### src/rtl/pgwin_pkg.sv
package pgwin_pkg;
  typedef enum logic [1:0] {
    SZ_512K = 2'd0,
    SZ_1M   = 2'd1,
    SZ_2M   = 2'd2,
    SZ_4M   = 2'd3
  } ram_size_e;

  localparam int NUM_WIN = 4;
  localparam int WSEL_W  = 2;
endpackage

### src/rtl/pgwin_regs.sv
module pgwin_regs #(
  parameter int NUM_WIN = 4,
  parameter int PAGE_W  = 8,
  localparam int SEL_W  = $clog2(NUM_WIN)
) (
  input  logic                            clk,
  input  logic                            rst_n_s,
  input  logic                            we,
  input  logic [SEL_W-1:0]                sel,
  input  logic [PAGE_W-1:0]               wdata,
  output logic [NUM_WIN-1:0][PAGE_W-1:0]  pages
);
  logic [NUM_WIN-1:0][PAGE_W-1:0] page_q, page_d;

  for (genvar i = 0; i < NUM_WIN; i++) begin : g_reg
    always_comb begin
      page_d[i] = page_q[i];
      if (we && (sel == SEL_W'(i))) page_d[i] = wdata;
    end

    always_ff @(posedge clk or negedge rst_n_s) begin
      if (!rst_n_s) page_q[i] <= '0;
      else          page_q[i] <= page_d[i];
    end
  end

  assign pages = page_q;

  assert_write_lands_R2: assert property (@(posedge clk) disable iff (!rst_n_s)
    we |=> (page_q[$past(sel)] == $past(wdata)));
  assert_hold_without_write_R2: assert property (@(posedge clk) disable iff (!rst_n_s)
    !we |=> $stable(page_q));
endmodule

### src/rtl/pgwin_fold.sv
module pgwin_fold
  import pgwin_pkg::*;
#(
  parameter int PAGE_W  = 8,
  parameter int CS_N    = 4,
  parameter int ALIAS_W = 3,
  localparam int FP_W      = PAGE_W - 1,
  localparam int CS_IDX_W  = $clog2(CS_N),
  localparam int CHIP_PG_W = FP_W - CS_IDX_W
) (
  input  ram_size_e            size,
  input  logic [FP_W-1:0]      page_lo,
  output logic                 valid,
  output logic [FP_W-1:0]      folded,
  output logic [CS_IDX_W-1:0]  cs_idx
);
  always_comb begin
    folded = '0;
    valid  = 1'b0;
    unique case (size)
      SZ_512K: begin
        valid                  = (page_lo[FP_W-1:CHIP_PG_W] == '0);
        folded[ALIAS_W-1:0]    = page_lo[ALIAS_W-1:0];
      end
      SZ_1M: begin
        valid                  = (page_lo[FP_W-1:CHIP_PG_W+1] == '0);
        folded[CHIP_PG_W]      = page_lo[CHIP_PG_W];
        folded[ALIAS_W-1:0]    = page_lo[ALIAS_W-1:0];
      end
      SZ_2M: begin
        valid  = (page_lo[FP_W-1:CHIP_PG_W] == '0);
        folded = page_lo;
      end
      SZ_4M: begin
        valid  = (page_lo[FP_W-1:CHIP_PG_W+1] == '0);
        folded = page_lo;
      end
      default: begin
        valid  = 1'b0;
        folded = '0;
      end
    endcase
  end

  assign cs_idx = folded[FP_W-1:CHIP_PG_W];
endmodule

### src/rtl/pgwin_lane.sv
module pgwin_lane (
  input  logic hit,
  input  logic byte_acc,
  input  logic a0,
  output logic ub,
  output logic lb
);
  always_comb begin
    ub = hit && (!byte_acc || a0);
    lb = hit && (!byte_acc || !a0);
  end
endmodule

### src/rtl/pgwin_mapper.sv
module pgwin_mapper
  import pgwin_pkg::*;
#(
  parameter int ADDR_W   = 20,
  parameter int OFF_W    = 16,
  parameter int PAGE_W   = 8,
  parameter int CS_N     = 4,
  parameter int SEG_BASE = 6
) (
  input  logic                       clk,
  input  logic                       rst_n,
  input  logic                       reg_we,
  input  logic [1:0]                 reg_sel,
  input  logic [PAGE_W-1:0]          reg_wdata,
  input  logic [ADDR_W-1:0]          cpu_addr,
  input  logic                       byte_acc,
  input  logic [1:0]                 ram_size,
  output logic [CS_N-1:0]            ram_cs,
  output logic [PAGE_W+OFF_W-3:0]    ram_addr,
  output logic                       ram_col_hi,
  output logic                       ram_ub,
  output logic                       ram_lb,
  output logic                       ram_nomem,
  output logic                       rom_sel,
  output logic [PAGE_W-1:0]          rom_page
);
  localparam int SEG_W    = ADDR_W - OFF_W;
  localparam int FP_W     = PAGE_W - 1;
  localparam int CS_IDX_W = $clog2(CS_N);

  // reset: asynchronous assert, synchronous release
  logic [1:0] rst_pipe;
  logic       rst_n_s;
  always_ff @(posedge clk or negedge rst_n) begin
    if (!rst_n) rst_pipe <= '0;
    else        rst_pipe <= {rst_pipe[0], 1'b1};
  end
  assign rst_n_s = rst_pipe[1];

  logic [NUM_WIN-1:0][PAGE_W-1:0] pages;

  pgwin_regs #(.NUM_WIN(NUM_WIN), .PAGE_W(PAGE_W)) u_regs (
    .clk     (clk),
    .rst_n_s (rst_n_s),
    .we      (reg_we),
    .sel     (reg_sel),
    .wdata   (reg_wdata),
    .pages   (pages)
  );

  // window decode
  logic [SEG_W-1:0]  seg, win_diff;
  logic [OFF_W-1:0]  off;
  logic              in_win, is_ram, is_rom;
  logic [WSEL_W-1:0] win_idx;
  logic [PAGE_W-1:0] cur_page;

  always_comb begin
    seg      = cpu_addr[ADDR_W-1:OFF_W];
    off      = cpu_addr[OFF_W-1:0];
    win_diff = seg - SEG_W'(SEG_BASE);
    in_win   = (win_diff < SEG_W'(NUM_WIN));
    win_idx  = win_diff[WSEL_W-1:0];
    cur_page = pages[win_idx];
    is_ram   = in_win && !win_idx[1];
    is_rom   = in_win &&  win_idx[1];
  end

  logic                 pg_valid, ram_hit;
  logic [FP_W-1:0]      folded;
  logic [CS_IDX_W-1:0]  cs_idx;

  pgwin_fold #(.PAGE_W(PAGE_W), .CS_N(CS_N), .ALIAS_W(3)) u_fold (
    .size    (ram_size_e'(ram_size)),
    .page_lo (cur_page[FP_W-1:0]),
    .valid   (pg_valid),
    .folded  (folded),
    .cs_idx  (cs_idx)
  );

  assign ram_hit = is_ram && pg_valid;

  for (genvar c = 0; c < CS_N; c++) begin : g_cs
    assign ram_cs[c] = ram_hit && (cs_idx == CS_IDX_W'(c));
  end

  pgwin_lane u_lane (
    .hit      (ram_hit),
    .byte_acc (byte_acc),
    .a0       (off[0]),
    .ub       (ram_ub),
    .lb       (ram_lb)
  );

  always_comb begin
    ram_addr   = ram_hit ? {folded, off[OFF_W-1:1]} : '0;
    ram_col_hi = ram_hit && cur_page[PAGE_W-1];
    ram_nomem  = is_ram && !pg_valid;
    rom_sel    = is_rom;
    rom_page   = is_rom ? cur_page : '0;
  end

  assert_single_cs_R5: assert property (@(posedge clk) disable iff (!rst_n_s)
    $onehot0(ram_cs));
  assert_nomem_quiet_R10: assert property (@(posedge clk) disable iff (!rst_n_s)
    ram_nomem |-> (ram_cs == '0 && !ram_ub && !ram_lb));
  assert_rom_excludes_ram_R3: assert property (@(posedge clk) disable iff (!rst_n_s)
    rom_sel |-> (ram_cs == '0 && !ram_nomem && !ram_ub && !ram_lb));
  assert_outside_quiet_R4: assert property (@(posedge clk) disable iff (!rst_n_s)
    (cpu_addr[ADDR_W-1:OFF_W] < SEG_W'(SEG_BASE) ||
     cpu_addr[ADDR_W-1:OFF_W] >= SEG_W'(SEG_BASE + NUM_WIN))
    |-> (ram_cs == '0 && !rom_sel && !ram_nomem));
  assert_lanes_need_cs_R11: assert property (@(posedge clk) disable iff (!rst_n_s)
    (ram_ub || ram_lb) |-> (ram_cs != '0));
endmodule

### config.mk
export PLATFORM = sky130hd
export DESIGN_NAME = pgwin_mapper
export DESIGN_NICKNAME = d
export VERILOG_FILES = /design/src/rtl/pgwin_pkg.sv /design/src/rtl/pgwin_regs.sv /design/src/rtl/pgwin_fold.sv /design/src/rtl/pgwin_lane.sv /design/src/rtl/pgwin_mapper.sv
export SDC_FILE = /design/constraint.sdc
export NUM_CORES = 1
export LEC_CHECK = 0
export BUFFER_PORTS_ARGS = -buffer_cell sky130_fd_sc_hd__buf_2
export CORE_ASPECT_RATIO = 0.8
export CORE_MARGIN = 1.5
export CORE_UTILIZATION = 43
export DETAILED_ROUTE_END_ITERATION = 8
export PLACE_DENSITY = 0.76
export SYNTH_ARGS = -nofsm -noshare
export SYNTH_HDL_FRONTEND = slang
export SYNTH_SLANG_ARGS = --single-unit
### constraint.sdc
create_clock -name clk -period 1.5 [get_ports clk]
set_input_delay 0.3 -clock clk [delete_from_list [all_inputs] [get_ports clk]]
set_output_delay 0.3 -clock clk [all_outputs]
set_load 0.005 [all_outputs]
==> flow_summary_export.csv <==
group,metric,value,unit
status,status,"finished, violations left",
status,violations,"negative setup slack",
timing,timing.hold.ws,0.255,ns
timing,finalSetupViolations,35,
synth,ys.flop_type,"dfrtp_1",
power_and_ir_drop,p_per_area,986,nW/um^2
timing,rsz0062_at_grt,"true",
finish,diodes,0,
finish,n_fill_cell,284,
power_and_ir_drop,seq_power_share,43.5,%
routing,wl_per_cell,15.5,um
floorplan,start_util,45.6,%
synth,synth_area_per_cell,12.3,um^2
finish,final_core_util,70.5,%
finish,seqCellArea,851,um^2
grt,grt.total_usage,21.1,%
floorplan,num_rows,20,
finish,fin_nets,281,
floorplan,coreArea,3880,um^2
setup_path,rr_startpoint,"u_regs.pages[5]$_DFFE_PN0P_",
synth,async_flop_share,100,%
floorplan,ios,75,
synth,synth_area,1770,um^2
finish,drive_above_1_share,64.9,%
grt,grt_pass1_wl,6700,um
setup_path,arrival,1.56,ns
floorplan,die_w,74.7,um
synth,yosysSeqAreaShare,48.1,%
setup_path,start_kind,"flop",
power_and_ir_drop,power_frac_clock,30.3,%
power_and_ir_drop,switching_share,26.5,%
timing,fin_skew,0.00802,ns
setup_path,crit_required,1.20,ns
setup_path,r2r_end,"u_regs.pages[5]$_DFFE_PN0P_",
place,place_congestion,0.763,
grt,grt_remaining_overflow,0,
floorplan,dieHeight,60.4,um
synth,synthTopCellsByArea,"dfrtp_1 (48%), mux2_2 (16%), mux2i_1 (8.5%)",
clock_network,clkTransAtPathRegs,0.07,ns
power_and_ir_drop,p_total,2.69,mW
setup_path,critPathKind,"flop to primary output",
timing,worst_slack,-0.356,ns
clock_network,cts_sinks,34,
power_and_ir_drop,power_frac_comb,26.2,%
grt,grt_start_max_net_pins,33,
synth,yosysTopAreaCellShare,48.1,%
routing,drc,0,
finish,areaGrowthSynthToFinish,54.5,%
synth,synth_cells,144,
setup_path,r2r_slack,0.58,ns
routing,dr_total_vias,1520,
routing,detail-route-antenna-nets,0,
power_and_ir_drop,cell_internal_pwr,1.98,mW
setup_path,crit_fanout,3,
floorplan,die_area,4510,um^2
synth,synth.yosys.warnings,0,
power_and_ir_drop,p_sw,0.714,mW
routing,dr.pass1.iters,4,
timing,drv_slew,0,
power_and_ir_drop,p_leak,1.40,nW
timing,fin_crit_sh,124,%
clock_network,htreeDepth,2,
routing,drt_iter0_drc,15,
routing,finalWirelength,4640,um
timing,hold_viol_final,0,
timing,min_period,1.86,ns
clock_network,clock_latency,0.29,ns
place,io_buffers,71,
setup_path,reg2reg_depth,2,
routing,routed_via_density,5.07,
setup_path,crit_path_end_kind,"primary output",
finish,multiInputGateArea,1070,um^2
clock_network,ctsRootBufferMaster,"clkbuf_8",
power_and_ir_drop,peakVddDrop,0.866,mV
worst_hold_path,hold_path.class,"flop to asynchronous set/reset pin",
place,hpwl,2960,um
synth,ys_ff_latch,34,
grt,grt_pass1_vias,1436,
synth,yosys.area.top_type,"dfrtp_1",
place,pre_cts_slack,-0.320,ns
clock_network,cts_tree,"done",
grt,antenna_found_initial,0,
clock_network,cts_buffers,5,
synth,ys_types,25,
synth,synth_edf_count,0,
run,maxCapViolCount,0,
clock_network,cts_buffer_depth,2,
timing,max_freq,539,MHz
[worst max-delay path: stages (launching register included)]
cell and delay (ns):
dfrtp_1 0.39, buf_4 0.14, mux2_4 0.30, buf_4 0.14, and3_1 0.16, buf_2 0.12
[area by class of cell]
class | instances | share of cell area, %
Timing Repair Buffer | 96 | 23.2
Tap cell | 55 | 2.52
Sequential cell | 34 | 31.1
Clock buffer | 7 | 2.79
Clock inverter | 1 | 1.10
Inverter | 2 | 0.275
Multi-Input combinational cell | 105 | 39.0
[how the worst max path moves through the flow]
stage / cells after the start / startpoint / end
after floorplan: 6 / cpu_addr[16] / ram_addr[10]
after global placement: 6 / cpu_addr[16] / ram_addr[18]
after detailed placement: 6 / cpu_addr[16] / ram_addr[18]
after CTS: 5 / u_regs.pages[5]$_DFFE_PN0P_ / ram_addr[19]
after global routing: 5 / u_regs.pages[5]$_DFFE_PN0P_ / ram_addr[18]
final: 5 / u_regs.pages[5]$_DFFE_PN0P_ / ram_cs[1]
[cells in the mapped netlist (all sizes together) (2+ instances only)]
| library cell | count |
|---|---|
| dfrtp | 34 |
| inv | 2 |
| buf | 8 |
| mux2 | 33 |
| nand3b | 2 |
| and3 | 18 |
| nor2 | 13 |
| conb | 2 |
| a21oi | 3 |
| nand2b | 2 |
| nor3b | 3 |
| mux2i | 16 |
| nand2 | 2 |
[logic make-up (layout without fill, tap and decap cells)]
group | after synthesis | in the layout | synth area share (%)
and+or+nand+nor | 43 | 46 | 14.1
other | 2 | 4 | 0.424
muxes | 49 | 49 | 30.3
DFF | 34 | 34 | 48.1
buffers and inverters | 10 | 106 | 4.17
adders and majority gates | 1 | 1 | 0.707
AOI/OAI and AO/OA | 4 | 4 | 1.70
xor gates and xnor gates | 1 | 1 | 0.495
[per-stage QoR]
stage               TNS [ns]  cell area (um^2)  cells
floorplan                  0              1830    146
global placement       -7.38              2330    283
detailed placement     -7.85              2330    283
CTS                    -8.73              2580    297
global route          -10.89              2730    300
finish                 -8.65              2730    300
[layer usage]
layer  wire length (um)  GRT usage (%)  share of wire, %  vias up
li1                   -              -                 -      706
met1               1990           24.6                43      742
met2               2320           37.0                50       66
met3                286           6.31               6.2        6
met4                 44           8.05              0.95        0
met5                  0              0                 0        -
[power groups by stage]
stage          combinational (mW)  sequential [mW]  clock [mW]
5_1_grt                     0.769             1.19       0.876
2_1_floorplan               0.338             1.17           0
3_5_place_dp                0.555             1.18           0
3_3_place_gp                0.543             1.17           0
6_report                    0.707             1.17       0.817
4_1_cts                     0.641             1.17       0.835
[layout by cell type, fill, tap and decap left out, drive strengths merged]
master,instances
buf,95
dfrtp,34
mux2,33
and3,20
mux2i,16
nor2,13
clkbuf,7
conb,4
nor3b,3
nand2b,3
a21oi,3
nand3b,2
nand2,2
inv,2
xor2,1
nor2b,1
o2111ai,1
and2,1
nand3,1
ha,1
bufinv,1
dlygate4sd3,1
[registers in the layout (all words and copies together) (netlist names)]
signal        cells
u_regs.pages     32
rst_pipe          2
[timing repair]
item	in CTS	in global routing
hold buffers	1	0
endpoints found under the hold margin	2	0
buffers inserted	3	3
pin swaps	15	10
cloned	3	1
endpoints found under the setup margin	36	36
resized for setup	26	28
Power figures use the tool's default switching activity.
